--- src/rtl/fde_pkg.sv ---
package fde_pkg;
  localparam int FDE_CNT_W  = 6;
  localparam int FDE_FRAC_W = 3;
  localparam int FDE_DIV_W  = FDE_CNT_W + 1;
  localparam int FDE_WORD_W = 16;

  // word 1 layout
  localparam int W1_LO_LSB = 0;
  localparam int W1_HI_LSB = 6;
  // word 2 layout
  localparam int W2_NOCNT_BIT = 6;
  localparam int W2_EDGE_BIT  = 7;
  localparam int W2_WFR_BIT   = 10;
  localparam int W2_FEN_BIT   = 11;
  localparam int W2_FRAC_LSB  = 12;
  // word 3 layout
  localparam int W3_WFF_BIT   = 10;
  localparam int W3_PHASE_LSB = 11;

  typedef struct packed {
    logic [FDE_CNT_W-1:0]  hi;
    logic [FDE_CNT_W-1:0]  lo;
    logic                  edge_b;
    logic                  nocnt;
    logic                  fen;
    logic [FDE_FRAC_W-1:0] frac;
    logic                  wfr;
    logic                  wff;
    logic [FDE_FRAC_W-1:0] phase;
  } fde_fields_t;
endpackage

--- src/rtl/fde_field_calc.sv ---
module fde_field_calc
  import fde_pkg::*;
#(
  parameter int CNT_W  = FDE_CNT_W,
  parameter int FRAC_W = FDE_FRAC_W,
  localparam int DIV_W = CNT_W + 1
) (
  input  logic [DIV_W-1:0]  div_int,
  input  logic [FRAC_W-1:0] div_frac,
  output fde_fields_t       fields,
  output logic              bad
);
  localparam logic [DIV_W-1:0] MAX_DIV = DIV_W'((2 ** CNT_W - 1) * 2);

  logic [CNT_W-1:0] half_c;
  logic             odd;
  logic             frac_one;
  logic             is_two;

  assign half_c   = div_int[DIV_W-1:1];
  assign odd      = div_int[0];
  assign frac_one = (div_frac == FRAC_W'(1));
  assign is_two   = (div_int == DIV_W'(2));
  assign bad      = (div_int == '0) || (div_int > MAX_DIV);

  always_comb begin
    fields = '0;
    if (bad) begin
      fields = '0;
    end else if (div_int == DIV_W'(1)) begin
      fields.nocnt = 1'b1;
    end else if (div_frac == '0) begin
      fields.hi     = half_c;
      fields.edge_b = odd;
      fields.lo     = div_int[CNT_W-1:0] - half_c;
    end else begin
      fields.fen    = 1'b1;
      fields.frac   = div_frac;
      fields.edge_b = odd;
      fields.hi     = odd ? half_c : half_c - CNT_W'(1);
      fields.wfr    = ~odd;
      fields.lo     = (~odd || frac_one) ? half_c - CNT_W'(1) : half_c;
      fields.wff    = ((~odd) ^ frac_one) || (is_two && frac_one);
      fields.phase  = {odd, div_frac[FRAC_W-1:1]};
    end
  end
endmodule

--- src/rtl/fde_word_pack.sv ---
module fde_word_pack
  import fde_pkg::*;
#(
  parameter int WORD_W = FDE_WORD_W
) (
  input  fde_fields_t       fields,
  output logic [WORD_W-1:0] word1,
  output logic [WORD_W-1:0] word2,
  output logic [WORD_W-1:0] word3
);
  always_comb begin
    word1 = '0;
    word1[W1_HI_LSB +: FDE_CNT_W] = fields.hi;
    word1[W1_LO_LSB +: FDE_CNT_W] = fields.lo;

    word2 = '0;
    word2[W2_FRAC_LSB +: FDE_FRAC_W] = fields.frac;
    word2[W2_FEN_BIT]   = fields.fen;
    word2[W2_WFR_BIT]   = fields.wfr;
    word2[W2_EDGE_BIT]  = fields.edge_b;
    word2[W2_NOCNT_BIT] = fields.nocnt;

    word3 = '0;
    word3[W3_PHASE_LSB +: FDE_FRAC_W] = fields.phase;
    word3[W3_WFF_BIT] = fields.wff;
  end
endmodule

--- src/rtl/frac_div_encoder.sv ---
module frac_div_encoder
  import fde_pkg::*;
(
  input  logic                  clk,
  input  logic                  rst,
  input  logic                  in_valid,
  input  logic [FDE_DIV_W-1:0]  div_int,
  input  logic [FDE_FRAC_W-1:0] div_frac,
  output logic                  out_valid,
  output logic [FDE_CNT_W-1:0]  hi_cnt,
  output logic [FDE_CNT_W-1:0]  lo_cnt,
  output logic                  edge_bit,
  output logic                  bypass,
  output logic                  frac_en,
  output logic [FDE_FRAC_W-1:0] frac_val,
  output logic                  wf_rise,
  output logic                  wf_fall,
  output logic [FDE_FRAC_W-1:0] frac_phase,
  output logic [FDE_WORD_W-1:0] cfg_word1,
  output logic [FDE_WORD_W-1:0] cfg_word2,
  output logic [FDE_WORD_W-1:0] cfg_word3,
  output logic                  bad_div
);
  fde_fields_t           nxt_f, cur_f;
  logic                  nxt_bad;
  logic [FDE_WORD_W-1:0] nxt_w1, nxt_w2, nxt_w3;

  fde_field_calc #(.CNT_W(FDE_CNT_W), .FRAC_W(FDE_FRAC_W)) u_calc (
    .div_int (div_int),
    .div_frac(div_frac),
    .fields  (nxt_f),
    .bad     (nxt_bad)
  );

  fde_word_pack #(.WORD_W(FDE_WORD_W)) u_pack (
    .fields(nxt_f),
    .word1 (nxt_w1),
    .word2 (nxt_w2),
    .word3 (nxt_w3)
  );

  always_ff @(posedge clk) begin
    if (rst) begin
      out_valid <= 1'b0;
      cur_f     <= '0;
      bad_div   <= 1'b0;
      cfg_word1 <= '0;
      cfg_word2 <= '0;
      cfg_word3 <= '0;
    end else begin
      out_valid <= in_valid;
      if (in_valid) begin
        cur_f     <= nxt_f;
        bad_div   <= nxt_bad;
        cfg_word1 <= nxt_w1;
        cfg_word2 <= nxt_w2;
        cfg_word3 <= nxt_w3;
      end
    end
  end

  assign hi_cnt     = cur_f.hi;
  assign lo_cnt     = cur_f.lo;
  assign edge_bit   = cur_f.edge_b;
  assign bypass     = cur_f.nocnt;
  assign frac_en    = cur_f.fen;
  assign frac_val   = cur_f.frac;
  assign wf_rise    = cur_f.wfr;
  assign wf_fall    = cur_f.wff;
  assign frac_phase = cur_f.phase;

  // one-cycle handshake
  assert_valid_latency_R1: assert property (@(posedge clk) disable iff (rst)
    in_valid |=> out_valid);
  assert_hold_R1: assert property (@(posedge clk) disable iff (rst)
    !in_valid |=> ($stable(cfg_word1) && $stable(cfg_word2) && $stable(cfg_word3)));
  // bypass excludes every other field
  assert_bypass_alone_R3: assert property (@(posedge clk) disable iff (rst)
    bypass |-> (hi_cnt == '0 && lo_cnt == '0 && !frac_en && !edge_bit && frac_phase == '0));
  // integer split sums back to the ratio
  assert_int_sum_R4: assert property (@(posedge clk) disable iff (rst)
    (out_valid && !frac_en && !bypass && !bad_div)
      |-> ({1'b0, hi_cnt} + {1'b0, lo_cnt} == $past(div_int)));
  // fraction enable tracks a nonzero fraction
  assert_fen_R5: assert property (@(posedge clk) disable iff (rst)
    frac_en |-> (frac_val != '0));
  // invalid ratio clears the words
  assert_bad_zero_R13: assert property (@(posedge clk) disable iff (rst)
    bad_div |-> (cfg_word1 == '0 && cfg_word2 == '0 && cfg_word3 == '0));
endmodule

--- config.mk ---
export PLATFORM = sky130hd
export DESIGN_NAME = frac_div_encoder
export DESIGN_NICKNAME = d
export VERILOG_FILES = /design/src/rtl/fde_pkg.sv /design/src/rtl/fde_field_calc.sv /design/src/rtl/fde_word_pack.sv /design/src/rtl/frac_div_encoder.sv
export SDC_FILE = /design/constraint.sdc
export NUM_CORES = 1
export LEC_CHECK = 0
export BUFFER_PORTS_ARGS = -buffer_cell sky130_fd_sc_hd__buf_2
export CAP_MARGIN = 10
export CORE_ASPECT_RATIO = 0.75
export CORE_MARGIN = 2
export CORE_UTILIZATION = 45
export CTS_BUF_LIST = sky130_fd_sc_hd__clkbuf_2 sky130_fd_sc_hd__clkbuf_4 sky130_fd_sc_hd__clkbuf_8
export DETAILED_ROUTE_END_ITERATION = 8
export PLACE_DENSITY = 0.77
export SYNTH_ARGS = -nofsm -noshare
export SYNTH_HDL_FRONTEND = slang
export SYNTH_SLANG_ARGS = --single-unit
--- constraint.sdc ---
create_clock -name clk -period 3.8 [get_ports clk]
set_input_delay 0.38 -clock clk [delete_from_list [all_inputs] [get_ports clk]]
set_output_delay 0.38 -clock clk [all_outputs]
set_load 0.1 [all_outputs]
==> impl_metrics.csv <==
group,metric,value,unit
drt,drt_iter0_drc,70,
yosys,synthArstFlopShare,0,%
yosys,synthFlopType,"dfxtp_1",
placed_design,preCtsSetupSlack,1.51,ns
drt,vias,1493,
drt,routed_via_density,4.67,
timing,holdWs,0.415,ns
timing,hold_violations,0,
timing,setup_slack,1.77,ns
power_and_ir_drop,switching_share,56.1,%
layout,n_fill_cell,402,
flow_run,maxCapViolations,0,
min_path,hold_start,"div_frac[1]",
drt,first_pass_iters,4,
yosys,synth-seq-cells,23,
critical_path,crit_fanout,12,
critical_path,reg2reg_slack,2.84,ns
yosys,ys_seq_area_share,24.4,%
critical_path,rr_worst_depth,3,
timing,period_needed,2.03,ns
timing,fmax,494,MHz
layout,layout-area-overhead-vs-synth,5.58,%
clock_tree,ctsHtreeMaxLevel,1,
clock_tree,cts_tree,"done",
placed_design,globalplace.congestion,0.948,
clock_tree,clock_sinks,23,
floorplan,start_util,46.8,%
timing,slew_viol_final,0,
timing,rsz0062_at_grt,"no",
timing,fin_setup_tns,0,ns
critical_path,rr_endpoint,"cfg_word1[5]",
global_routing,grt.total_usage,16.3,%
placed_design,portBuffers,60,
clock_tree,postCtsHoldBufs,0,
critical_path,cp_cell_sequence,"buf_2 > inv_1 > ha_1 > or2_2 > a2bb2oi_2 > nand2_1 > o21a_1 > a311oi_2",
drt,wirelength,3690,µm
power_and_ir_drop,ir_worst_vdd,0.167,mV
placed_design,dpl.hpwl,3040,µm
layout,fin_area,1990,µm²
clock_tree,cts_made_buffers,3,
drt,drt.antenna.violating_nets,0,
critical_path,crit_path_end_kind,"register",
layout,final_nets,300,
power_and_ir_drop,clkPwrFrac,16.3,%
timing,clock_skew,0,ns
power_and_ir_drop,p_per_area,458,nW/µm²
drt,drc,0,
yosys,synth_edf_count,0,
layout,final_common_cell,"buf_2",
timing,min_period_over_period,53.3,%
floorplan,die_w,78.7,µm
floorplan,die_area,4730,µm²
clock_tree,post_cts_buffers,0,
floorplan,rows,20,
power_and_ir_drop,leakagePower,1.03,nW
global_routing,grt_pass1_vias,1220,
yosys,postSynthCellCount,234,
floorplan,core,4030,µm²
critical_path,criticalPathCategory,"input port to register",
run_status,status,"finished clean",
placed_design,placed_cell_area,1940,µm²
power_and_ir_drop,share_comb_of_total_power,54.4,%
power_and_ir_drop,p_int,400,µW
timing,setup_viol,0,
clock_tree,clock-root-buffer,"clkbuf_8",
clock_tree,cts.path.max_buffers,2,
min_path,hold_class,"input port to register",
yosys,netlist_area,1880,µm²
clock_tree,clkLatencyLatePin,0.26,ns
power_and_ir_drop,p_switching,510,µW
global_routing,grt_pass1_wl,5910,µm
critical_path,worstPathArrival,2.21,ns
min_path,hold_path_end,"frac_val[1]",
layout,drive_gt1_share,26.8,%
clock_tree,cts-resized-gates,0,
critical_path,max_stage_delay,0.42,ns
drt,avgRoutedWirePerCell,11.5,µm
yosys,synth.distinct_cells,40,
clock_tree,clk_pin_slew_worst_paths,0.08,ns
min_path,hold_depth,3,
global_routing,antenna_found_initial,0,
critical_path,crit_required,3.98,ns
layout,multi_input_area,1070,µm²
yosys,ys_warn_count,0,
global_routing,grt_start_max_net_pins,19,
layout,final_cell_mix,"60 x buf_2, 28 x nand2_1, 25 x conb_1",
global_routing,overflow,0,
floorplan,die_h,60.0,µm
power_and_ir_drop,p_seq_share,29.3,%
layout,seqCellArea,460,µm²
yosys,syn_area_per_cell,8.05,µm²
critical_path,critPathSlowestCell,"a2bb2oi_2",
critical_path,cp-start-kind,"input port",
layout,diodes,0,
floorplan,ios,86,
critical_path,r2r_start,"cfg_word1[5]",
==> cells in the mapped netlist, types with 3 or more instances <==
library cell / count / area share (%)
o21ai_0: 5 / 1.3
inv_1: 10 / 2.0
ha_1: 20 / 13
nand3_1: 10 / 2.7
o2111ai_1: 3 / 1.4
clkbuf_1: 5 / 1.0
dfxtp_1: 23 / 24
xnor2_1: 10 / 4.6
nor3_1: 4 / 1.1
xor2_1: 3 / 1.4
a21oi_1: 19 / 5.0
buf_4: 50 / 20
nor2_1: 13 / 2.6
nand2_1: 28 / 5.6
==> power by group through the flow <==
stage | Combinational (mW) | Sequential (mW) | Clock [mW]
2_1_floorplan | 0.360 | 0.386 | 0
3_3_place_gp | 0.493 | 0.273 | 0
3_5_place_dp | 0.495 | 0.273 | 0
4_1_cts | 0.495 | 0.267 | 0.154
5_1_grt | 0.517 | 0.269 | 0.166
6_report | 0.495 | 0.267 | 0.148
==> critical path, delay by kind of cell <==
kind            cells  cell delay [ns]
compound gates      3             0.75
simple gates        2             0.55
buf+inv             2             0.31
fa+ha+maj           1             0.20
==> area by class of cell <==
| type | instances | share of cell area [%] |
|---|---|---|
| multi-input cells | 167 | 53.7 |
| well taps | 55 | 3.46 |
| flip-flops and latches | 23 | 23.1 |
| inverters | 10 | 1.89 |
| clock buffers | 3 | 2.08 |
| clock inverters | 1 | 0.252 |
| repair buffers | 61 | 15.5 |
==> logic make-up (layout without fill, tap and decap cells) <==
| logic type | after synthesis | after routing | synth area share, % |
|---|---|---|---|
| XOR/XNOR | 13 | 13 | 6.04 |
| flip-flops | 23 | 23 | 24.4 |
| other | 1 | 25 | 0.199 |
| adder cells (fa/ha/maj) | 21 | 21 | 14.3 |
| multiplexers | 1 | 1 | 0.531 |
| AND/OR/NAND/NOR | 67 | 67 | 16.3 |
| buffers and inverters | 68 | 75 | 23.6 |
| AO/OA/AOI/OAI | 40 | 40 | 14.5 |
==> registers in the layout, indices dropped and copies added, names as in the netlist <==
name	flops
cfg_word1	1
bad_div	1
hi_cnt	6
cfg_word2	4
frac_val	2
lo_cnt	5
cfg_word3	1
frac_phase	2
out_valid	1
==> per-layer routing <==
metal  vias to the layer above  global-route usage [%]  share of wire (%)
met5                         -                       0                  0
met4                         0                    6.02                1.2
met3                         4                    3.17                6.6
met2                        54                    23.9                 43
met1                       671                    23.7                 50
li1                        764                       -                  -
==> stage by stage <==
step	power, mW	utilization [%]	std cells
2_1_floorplan	0.747	-	258
3_3_place_gp	0.766	48.2	316
3_5_place_dp	0.768	48.2	316
4_1_cts	0.917	49.4	320
5_1_grt	0.951	49.4	320
6_report	0.911	49.4	320
==> worst max-delay path by stage <==
stage,from,end,cells after the start
after floorplan,frac_val[1],cfg_word3[11],1
after global placement,div_int[1],cfg_word1[5],8
after detailed placement,div_int[1],cfg_word1[5],8
after CTS,div_int[1],cfg_word1[5],8
after global routing,div_int[1],cfg_word1[5],8
final,div_int[1],cfg_word1[5],8
Note: power is estimated with default switching activity, not from simulation.
